==> config.mk <==
export PLATFORM = sky130hd
export DESIGN_NAME = vmeter_disp_top
export DESIGN_NICKNAME = d
export VERILOG_FILES = /design/src/rtl/vm_pkg.sv /design/src/rtl/vm_scale_split.sv /design/src/rtl/vm_seg7.sv /design/src/rtl/vm_spi_byte.sv /design/src/rtl/vmeter_disp_top.sv
export SDC_FILE = /design/constraint.sdc
export NUM_CORES = 1
export LEC_CHECK = 0
export BUFFER_PORTS_ARGS = -buffer_cell sky130_fd_sc_hd__buf_2
export CAP_MARGIN = 20
export CORE_MARGIN = 3
export CORE_UTILIZATION = 50
export CTS_CLUSTER_DIAMETER = 60
export DETAILED_ROUTE_END_ITERATION = 16
export PLACE_DENSITY = 0.68
export REMOVE_ABC_BUFFERS = 1
export SYNTH_ARGS = -nofsm -noshare
export SYNTH_HDL_FRONTEND = slang
export SYNTH_SLANG_ARGS = --single-unit
export TNS_END_PERCENT = 100
==> constraint.sdc <==
create_clock -name clk -period 7.5 [get_ports clk]
set_clock_uncertainty 0.15 [all_clocks]
set_input_delay 1.125 -clock clk [delete_from_list [all_inputs] [get_ports clk]]
set_output_delay 1.125 -clock clk [all_outputs]
set_load 0.01 [all_outputs]
==> src/rtl/vm_pkg.sv <==
package vm_pkg;
  localparam int BYTE_W  = 8;
  localparam int DIGIT_W = 4;
  localparam int N_DIGIT = 2;

  typedef enum logic [2:0] {
    ST_IDLE,
    ST_WAIT,
    ST_PREP,
    ST_SEND_HI,
    ST_SEND_LO
  } vm_state_e;
endpackage

==> src/rtl/vm_scale_split.sv <==
module vm_scale_split #(
  parameter int RES_W     = 10,
  parameter int SCALE_NUM = 50
) (
  input  logic [RES_W-1:0]            sample_i,
  output logic [vm_pkg::DIGIT_W-1:0]  tens_o,
  output logic [vm_pkg::DIGIT_W-1:0]  units_o
);
  localparam int VAL_W  = $clog2(SCALE_NUM + 1);
  localparam int PROD_W = RES_W + VAL_W + 1;

  logic [PROD_W-1:0] prod;
  logic [VAL_W-1:0]  value;

  always_comb begin
    prod    = PROD_W'(sample_i) * PROD_W'(SCALE_NUM) + PROD_W'(SCALE_NUM / 2);
    value   = VAL_W'(prod >> RES_W);
    tens_o  = vm_pkg::DIGIT_W'(value / VAL_W'(10));
    units_o = vm_pkg::DIGIT_W'(value % VAL_W'(10));
  end
endmodule

==> src/rtl/vm_seg7.sv <==
module vm_seg7 (
  input  logic [vm_pkg::DIGIT_W-1:0] digit_i,
  output logic [vm_pkg::BYTE_W-1:0]  pattern_o
);
  // bit order: {unused, G, F, E, D, C, B, A}
  always_comb begin
    case (digit_i)
      4'd0:    pattern_o = 8'h3F;
      4'd1:    pattern_o = 8'h06;
      4'd2:    pattern_o = 8'h5B;
      4'd3:    pattern_o = 8'h4F;
      4'd4:    pattern_o = 8'h66;
      4'd5:    pattern_o = 8'h6D;
      4'd6:    pattern_o = 8'h7D;
      4'd7:    pattern_o = 8'h07;
      4'd8:    pattern_o = 8'h7F;
      4'd9:    pattern_o = 8'h6F;
      default: pattern_o = 8'h00;
    endcase
  end
endmodule

==> src/rtl/vm_spi_byte.sv <==
module vm_spi_byte #(
  parameter int BYTE_W   = 8,
  parameter int SCK_HALF = 24
) (
  input  logic              clk,
  input  logic              rst_n,
  input  logic              start_i,
  input  logic [BYTE_W-1:0] data_i,
  output logic              done_o,
  output logic              sck_o,
  output logic              mosi_o
);
  localparam int DIV_W = $clog2(SCK_HALF + 1);
  localparam int IDX_W = (BYTE_W > 1) ? $clog2(BYTE_W) : 1;

  logic              act_q, act_nxt;
  logic              ph_q, ph_nxt;
  logic [DIV_W-1:0]  div_q, div_nxt;
  logic [IDX_W-1:0]  idx_q, idx_nxt;
  logic [BYTE_W-1:0] sh_q, sh_nxt;
  logic              done_q, done_nxt;
  logic              tick;

  assign tick = (div_q == DIV_W'(SCK_HALF - 1));

  always_comb begin
    act_nxt  = act_q;
    ph_nxt   = ph_q;
    div_nxt  = div_q;
    idx_nxt  = idx_q;
    sh_nxt   = sh_q;
    done_nxt = 1'b0;
    if (!act_q) begin
      if (start_i) begin
        act_nxt = 1'b1;
        sh_nxt  = data_i;
        div_nxt = '0;
        ph_nxt  = 1'b0;
        idx_nxt = '0;
      end
    end else if (tick) begin
      div_nxt = '0;
      if (!ph_q) begin
        ph_nxt = 1'b1;
      end else begin
        ph_nxt = 1'b0;
        sh_nxt = sh_q << 1;
        if (idx_q == IDX_W'(BYTE_W - 1)) begin
          act_nxt  = 1'b0;
          done_nxt = 1'b1;
        end else begin
          idx_nxt = idx_q + 1'b1;
        end
      end
    end else begin
      div_nxt = div_q + 1'b1;
    end
  end

  always_ff @(posedge clk or negedge rst_n) begin
    if (!rst_n) begin
      act_q  <= 1'b0;
      ph_q   <= 1'b0;
      div_q  <= '0;
      idx_q  <= '0;
      sh_q   <= '0;
      done_q <= 1'b0;
    end else begin
      act_q  <= act_nxt;
      ph_q   <= ph_nxt;
      div_q  <= div_nxt;
      idx_q  <= idx_nxt;
      sh_q   <= sh_nxt;
      done_q <= done_nxt;
    end
  end

  assign done_o = done_q;
  assign sck_o  = ph_q;
  assign mosi_o = sh_q[BYTE_W-1];
endmodule

==> src/rtl/vmeter_disp_top.sv <==
module vmeter_disp_top #(
  parameter int RES_W     = 10,
  parameter int SCALE_NUM = 50,
  parameter int SCK_HALF  = 24
) (
  input  logic             clk,
  input  logic             rst_n,
  input  logic             trig_i,
  output logic             conv_start_o,
  input  logic             conv_done_i,
  input  logic [RES_W-1:0] conv_data_i,
  output logic             sck_o,
  output logic             mosi_o,
  output logic             latch_o
);
  import vm_pkg::*;

  vm_state_e        st_q, st_nxt;
  logic [RES_W-1:0] sample_q;
  logic             sample_en;
  logic [BYTE_W-1:0] byte_q   [N_DIGIT];
  logic              byte_en;
  logic              cstart_q, cstart_nxt;
  logic              latch_q, latch_nxt;
  logic              go_q, go_nxt;
  logic [DIGIT_W-1:0] dig [N_DIGIT];
  logic [BYTE_W-1:0]  pat [N_DIGIT];
  logic [BYTE_W-1:0]  tx_data;
  logic               tx_done;

  vm_scale_split #(.RES_W(RES_W), .SCALE_NUM(SCALE_NUM)) u_scale (
    .sample_i (sample_q),
    .tens_o   (dig[1]),
    .units_o  (dig[0])
  );

  for (genvar g = 0; g < N_DIGIT; g++) begin : g_seg
    vm_seg7 u_seg (
      .digit_i   (dig[g]),
      .pattern_o (pat[g])
    );
  end

  assign tx_data = (st_q == ST_SEND_HI) ? byte_q[1] : byte_q[0];

  vm_spi_byte #(.BYTE_W(BYTE_W), .SCK_HALF(SCK_HALF)) u_spi (
    .clk     (clk),
    .rst_n   (rst_n),
    .start_i (go_q),
    .data_i  (tx_data),
    .done_o  (tx_done),
    .sck_o   (sck_o),
    .mosi_o  (mosi_o)
  );

  always_comb begin
    st_nxt     = st_q;
    cstart_nxt = 1'b0;
    latch_nxt  = latch_q;
    go_nxt     = 1'b0;
    sample_en  = 1'b0;
    byte_en    = 1'b0;
    case (st_q)
      ST_IDLE: begin
        if (trig_i) begin
          cstart_nxt = 1'b1;
          st_nxt     = ST_WAIT;
        end
      end
      ST_WAIT: begin
        if (conv_done_i) begin
          sample_en = 1'b1;
          st_nxt    = ST_PREP;
        end
      end
      ST_PREP: begin
        byte_en   = 1'b1;
        latch_nxt = 1'b0;
        go_nxt    = 1'b1;
        st_nxt    = ST_SEND_HI;
      end
      ST_SEND_HI: begin
        if (tx_done) begin
          go_nxt = 1'b1;
          st_nxt = ST_SEND_LO;
        end
      end
      ST_SEND_LO: begin
        if (tx_done) begin
          latch_nxt = 1'b1;
          st_nxt    = ST_IDLE;
        end
      end
      default: st_nxt = ST_IDLE;
    endcase
  end

  always_ff @(posedge clk or negedge rst_n) begin
    if (!rst_n) begin
      st_q     <= ST_IDLE;
      cstart_q <= 1'b0;
      latch_q  <= 1'b1;
      go_q     <= 1'b0;
    end else begin
      st_q     <= st_nxt;
      cstart_q <= cstart_nxt;
      latch_q  <= latch_nxt;
      go_q     <= go_nxt;
    end
  end

  always_ff @(posedge clk or negedge rst_n) begin
    if (!rst_n) begin
      sample_q <= '0;
    end else if (sample_en) begin
      sample_q <= conv_data_i;
    end
  end

  for (genvar b = 0; b < N_DIGIT; b++) begin : g_byte
    always_ff @(posedge clk or negedge rst_n) begin
      if (!rst_n) begin
        byte_q[b] <= '0;
      end else if (byte_en) begin
        byte_q[b] <= pat[b];
      end
    end
  end

  assign conv_start_o = cstart_q;
  assign latch_o      = latch_q;
endmodule

### After elaboration in Yosys (flattened, before gate mapping)

Memories as Yosys holds them, arrays and structs flattened. A register that Yosys moved wholly into a read port is not among the register bits.
Cells that the tools add are included.
W data, S select, Z words.

| storage, ports and cells | value |
|---|---|
| output and inout port bits | 4 |
| input bits | 14 |
| memories kept | 2 |
| ROM bits | 224 |
| logic and storage cells | 84 |
| register bits after elaboration | 51 |

Memory list:

| memory | depth | bits a word | read ports | clocked after memory_dff | wr ports | RTL line | RTL |
|---|---|---|---|---|---|---|---|
| (no name shown) | 16 | 7 | 1 | 1 | 0 | vm_seg7.sv:7 | `case (digit_i)` |
| (no name shown) | 16 | 7 | 1 | 1 | 0 | vm_seg7.sv:7 |  |

| operators by class | value |
|---|---|
| add/subtract/negate cells | 3 |
| reductions and logical operators | 10 |
| equality and inequality tests | 13 |
| div/mod/pow operators | 2 |
| $mul | 1 |
| mux-type cells | 40 |

Operators by type and width:

| operator | number |
|---|---|
| $mux W8 | 5 |
| $mux W3 | 9 |
| $mux W1 | 20 |
| $add A16 B5 Y16 const B | 1 |
| $mul A10 B5 Y15 const B | 1 |
| $mux W5 | 3 |
| $pmux W3 S5 | 1 |
| $ne A2 B2 Y1 const B | 5 |
| $reduce_and A4 Y1 | 2 |
| $div A6 B4 Y6 const B | 1 |
| $eq A3 B2 Y1 const B | 2 |
| $eq A3 B3 Y1 const B | 2 |
| $mod A6 B4 Y6 const B | 1 |
| $add A5 B1 Y5 const B | 1 |
| $eq A5 B5 Y1 const B | 1 |
| $ne A2 B1 Y1 const B | 2 |
| $pmux W1 S2 | 2 |
| $reduce_and A2 Y1 | 2 |
| $reduce_bool A2 Y1 | 2 |
| $add A3 B1 Y3 const B | 1 |
| $eq A3 B1 Y1 const B | 1 |
| $logic_not A3 Y1 | 1 |
| $reduce_and A3 Y1 | 1 |
| $logic_not A1 Y1 | 2 |

### Longest topological paths before layout

| logic depth | value |
|---|---|
| depth in word-level cells | 5 |
| depth in mapped cells | 28 |
| depth with buffers taken out | 25 |

### By module

From an unflattened synthesis, not the netlist that was laid out.

| unflattened totals | value |
|---|---|
| cells, all modules | 404 |
| area, all modules | 4191.5 µm² |

By module, submodules not included:

| module | area an instance (µm²) | seq. area each (µm²) | cells each | instances |
|---|---|---|---|---|
| vmeter_disp_top | 1425.1 | 802.0 | 91 | 1 |
| vm_scale_split | 1310.0 | 0.0 | 162 | 1 |
| vm_spi_byte | 1013.5 | 475.5 | 93 | 1 |
| vm_seg7 (g_seg[0].u_seg) | 230.2 | 0.0 | 30 | 1 |
| vm_seg7 (g_seg[1].u_seg) | 212.7 | 0.0 | 28 | 1 |

### Worst setup path before layout

No wires, ideal clock.

| timing | value |
|---|---|
| path kind | reg2reg |
| from | reg sample_q[3] |
| to | reg byte_q[13] (netlist bit) |
| arrival time | 6.231 ns |
| clock period less this slack | 6.514 ns |
| slack | 0.986 ns |
| cell stages (with the launch flop) | 28 |
| required time | 7.217 ns |
| library setup time | 0.133 ns |
| path buffers | 2 |
| cell sequence | dfrtp_1 ha_1 ha_1 inv_1 fa_1 inv_1 ha_1 buf_4 nand3b_1 mux2_2 a2111o_1 a211oi_4 and3_1 buf_6 xnor2_1 ha_1 nor2_1 a21oi_1 nand2_1 o21ai_0 xnor2_1 ha_1 nor2_1 o21ai_0 o31ai_1 a221o_1 a221oi_1 o31ai_1 |

| between the ends | value |
|---|---|
| longest elaborated chain between the ends | 3 |

Ends and longest elaborated chain:

| element | RTL line | RTL |
|---|---|---|
| start: declaration | vmeter_disp_top.sv:19 | `logic [RES_W-1:0] sample_q;` |
| start signal: assignment | vmeter_disp_top.sv:116 | `sample_q <= conv_data_i;` |
| $mul A10 B5 Y15 | vm_scale_split.sv:16 | `prod = PROD_W'(sample_i) * PROD_W'(SCALE_NUM) + PROD_W'(SCALE_NUM / 2);` |
| $add A16 B5 Y16 | vm_scale_split.sv:16 |  |
| $mod A6 B4 Y6 | vm_scale_split.sv:19 | `units_o = vm_pkg::DIGIT_W'(value % VAL_W'(10));` |
| end: declaration | vmeter_disp_top.sv:21 | `logic [BYTE_W-1:0] byte_q [N_DIGIT];` |

Every way passes these cells.
A chain may end at the register's enable or synchronous reset.

### Worst setup path after layout

| timing | value |
|---|---|
| from | reg sample_q[3] |
| to | reg byte_q[8] (netlist bit) |

Same word-level chain as after synthesis.

==> metrics.yaml <==
die:
  fp.dieArea_mm2: 0.00920
  placementRows: 32
  total_i_o_pin_count: 18
  floorplan.initialDensity: 0.518
  coreArea_mm2: 0.00781
  fp.dieH_um: 95.9
  floorplan.die.width_um: 95.9
yosys:
  top_cells_by_area_in_the_synthesized_netlist: "sky130_fd_sc_hd__dfrtp_1, sky130_fd_sc_hd__ha_1, sky130_fd_sc_hd__nand2_1, sky130_fd_sc_hd__a21oi_1, sky130_fd_sc_hd__o21ai_0"
  synth_enable_flop_cells: 0
  synthesis.yosys.warnings: 0
  yosys_most_used_dff: "sky130_fd_sc_hd__dfrtp_1"
  syn-cell-area_mm2: 0.00404
  postSynthRegisterBits: 49
  syn-instance-count: 432
  ys_seq_area_frac: 0.304
  synth_async_reset_ratio: 1.00
  netlist.top_cell.by_area: "sky130_fd_sc_hd__dfrtp_1"
  synth_top_area_share: 0.297
  synth_cell_types: 67
  avgSynthCellArea_um2: 9.36
place:
  detailedPlacementHpwl_mm: 6.17
  placed_instance_area_mm2: 0.00418
  place_inst: 536
  routabilityCongestion: 0.862
  numPortBuffers: 17
critical_path:
  worstSetupPathType: "flip-flop to flip-flop"
  critical_register_to_register_path_endpoint: "byte_q[8]"
  crit_path_top_delay_cell: "sky130_fd_sc_hd__fa_1"
  startpoint_type: "flip-flop"
  highest_fanout_seen_on_the_critical_path: 10
  endpoint_kind: "flip-flop"
  worstRegToRegCells: 26
  worstPathRequired_ns: 7.54
  timing.reg2reg.setup_slack_ns: 0.61
  cp.arrival_ns: 6.92
  critical_path.most_common_cell: "sky130_fd_sc_hd__ha_1"
  worst_r2r_startpoint: "sample_q[3]"
  cp_slowest_stage_delay_ns: 0.51
power:
  intPower_uw: 379
  clock_power_share: 0.308
  power-per-cell-area_mw_per_mm2: 117
  worst_ir_drop_vdd_mv: 0.0686
  report.power.total_uw: 503
  power.share.combinational: 0.101
  switching_share: 0.246
  net_switching_power_uw: 124
  total_leakage_power_nw: 2.11
  pwr-share-seq: 0.591
clocking:
  cts.repair_timing.setup_buffer_count: 0
  cts_num_sinks: 49
  cts.path.max_buffers: 2
  cts_resized: 0
  cts.clk_slew.worst_paths_ns: 0.09
  clk-insertion-delay-late_ns: 0.30
  ctsHoldBuffers: 0
  cts-buffers-inserted: 5
  cts.htree.levels: 2
  clock_tree.root_cell: "sky130_fd_sc_hd__clkbuf_8"
  tritoncts: "built"
cells_and_area:
  layout_cell_share_with_drive_strength_beyond_1: 0.120
  multiInputGateArea_mm2: 0.00263
  finalNetCount: 514
  design_area_mm2: 0.00430
  n_antenna_cell: 0
  fillers: 703
  layout.area.seq_mm2: 0.00123
  commonest_non_fill_non_tap_cell_in_the_layout: "sky130_fd_sc_hd__ha_1"
  layout.core_utilization: 0.551
  final_cell_count_no_fill: 545
  areaGrowthSynthToFinish_pct: 6.34
  most_frequent_cells_in_the_layout: "sky130_fd_sc_hd__ha_1, sky130_fd_sc_hd__nand2_1, sky130_fd_sc_hd__dfrtp_1"
sta:
  finalCritPeriodShare: 0.918
  rsz_0062_raised_after_global_routing: "false"
  report.final.slew_viol_count: 0
  setup-violations-final: 0
  max_clock_freq_ghz: 0.145
  worst_max_slew_margin_expressed_relative_to_the_limit: 0.362
  worstMarginPinSlew_ns: 0.942
  setup_total_negative_slack_ns: 0
  final.min_clock_period_ns: 6.89
  hold_viol_final: 0
drt:
  drtIter0Drc: 81
  wirelength_mm: 7.99
  vias: 3149
  antenna_violating_nets_post_route: 0
  wire_per_inst_um: 14.7
  first_pass_iters: 6
  detail_route.vias_per_cell: 5.78
  drc_errors: 0
min_path:
  worstHoldStart: "byte_q[9]"
  hold_path.class: "flip-flop to flip-flop"
  min_path_cells: 2
  worst_hold_endpoint: "byte_q[9]"
grt:
  grt_antenna_before_repair: 0
  wire_length_of_the_first_global_routing_pass_mm: 13.8
  gr-total-overflow: 0
  grt_pass1_vias: 3012
  grt_start_max_net_pins: 50
  grt_use_total: 0.186
flow_run:
  max_cap_viol_count: 0
outcome:
  outcome: "completed"
-- layout make-up --
class	instances	share of cell area
Multi-Input combinational cell	343	0.612
Timing Repair Buffer	23	0.0340
Tap cell	102	0.0297
Clock buffer	7	0.0201
Sequential cell	49	0.285
Inverter	21	0.0183
-- flip-flops by register name, summed over array words and instances, names as in the netlist --
signal,flops
u_spi.div_q,5
conv_start_o,1
byte_q,14
u_spi.sh_q,8
u_spi.sck_o,1
u_spi.idx_q,3
st_q,3
latch_o,1
u_spi.done_o,1
u_spi.act_q,1
go_q,1
sample_q,10
-- how the worst max path moves through the flow --
stage	cells after the start	start	to	slack, ns
finish	26	sample_q[3]	byte_q[8]	0.61
global route	26	sample_q[3]	byte_q[8]	0.02
CTS	26	sample_q[3]	byte_q[14]	0.59
detailed placement	26	sample_q[3]	byte_q[14]	0.62
global placement	26	sample_q[3]	byte_q[13]	0.87
floorplan	25	sample_q[3]	byte_q[13]	0.99
-- metrics by stage --
| step | worst slack [ns] | hold slack (ns) |
|---|---|---|
| floorplan | 0.987 | 0.293 |
| global placement | 0.874 | 0.311 |
| detailed placement | 0.623 | 0.322 |
| CTS | 0.585 | 0.341 |
| global route | 0.0219 | 0.362 |
| finish | 0.615 | 0.340 |
-- cell usage after synthesis (3+ instances only) --
master and n:
sky130_fd_sc_hd__nor3_1 5, sky130_fd_sc_hd__a221o_1 3, sky130_fd_sc_hd__fa_1 5, sky130_fd_sc_hd__nand4_1 3
sky130_fd_sc_hd__ha_1 52, sky130_fd_sc_hd__o31ai_1 6, sky130_fd_sc_hd__a21o_1 9, sky130_fd_sc_hd__a211oi_1 3
sky130_fd_sc_hd__dfrtp_1 48, sky130_fd_sc_hd__mux2_2 12, sky130_fd_sc_hd__nand3_1 6, sky130_fd_sc_hd__a21oi_1 29
sky130_fd_sc_hd__and3b_1 3, sky130_fd_sc_hd__clkbuf_1 11, sky130_fd_sc_hd__xor2_1 4, sky130_fd_sc_hd__and3_1 5
sky130_fd_sc_hd__buf_6 3, sky130_fd_sc_hd__o2111ai_1 3, sky130_fd_sc_hd__a22o_1 10, sky130_fd_sc_hd__o21ai_0 27
sky130_fd_sc_hd__mux2i_1 4, sky130_fd_sc_hd__nand3b_1 6, sky130_fd_sc_hd__nand2_1 51, sky130_fd_sc_hd__o211ai_1 6
sky130_fd_sc_hd__a221oi_1 3, sky130_fd_sc_hd__xnor2_1 12, sky130_fd_sc_hd__buf_4 4, sky130_fd_sc_hd__inv_1 20
sky130_fd_sc_hd__nand2b_1 8, sky130_fd_sc_hd__and2_1 6, sky130_fd_sc_hd__nor2_1 20
-- power groups by stage --
stage	logic (mW)	registers (mW)	clock network (mW)
after floorplan	0.0334	0.300	0
after global placement	0.0483	0.302	0
after detailed placement	0.0505	0.302	0
after CTS	0.0505	0.297	0.158
after global routing	0.0586	0.301	0.170
final	0.0509	0.297	0.155
-- critical path: cells and delay by family (launching register included) --
family / cells / cell delay [ns]
DFF: 1 / 0.43
muxes: 1 / 0.28
AOI/OAI and AO/OA: 11 / 2.79
buffers and inverters: 3 / 0.28
adders and majority gates: 6 / 1.95
and+or+nand+nor: 3 / 0.60
xor gates and xnor gates: 2 / 0.30
-- cells by family after synthesis --
family	count (synthesis)	synth area share
compound gates	125	0.220
xor+xnor	17	0.0387
fa+ha+maj	57	0.186
buf+inv	40	0.0467
flops	49	0.304
mux	17	0.0470
simple gates	127	0.158
-- per-layer routing --
metal / global-route usage / vias to the layer above / wire length (um)
met5: 0 / - / 0
met4: 0.0474 / 0 / 88
met3: 0.0250 / 8 / 128
met2: 0.300 / 33 / 3710
met1: 0.262 / 1512 / 4060
li1: - / 1596 / -
Note: power is estimated with default switching activity, not from simulation.
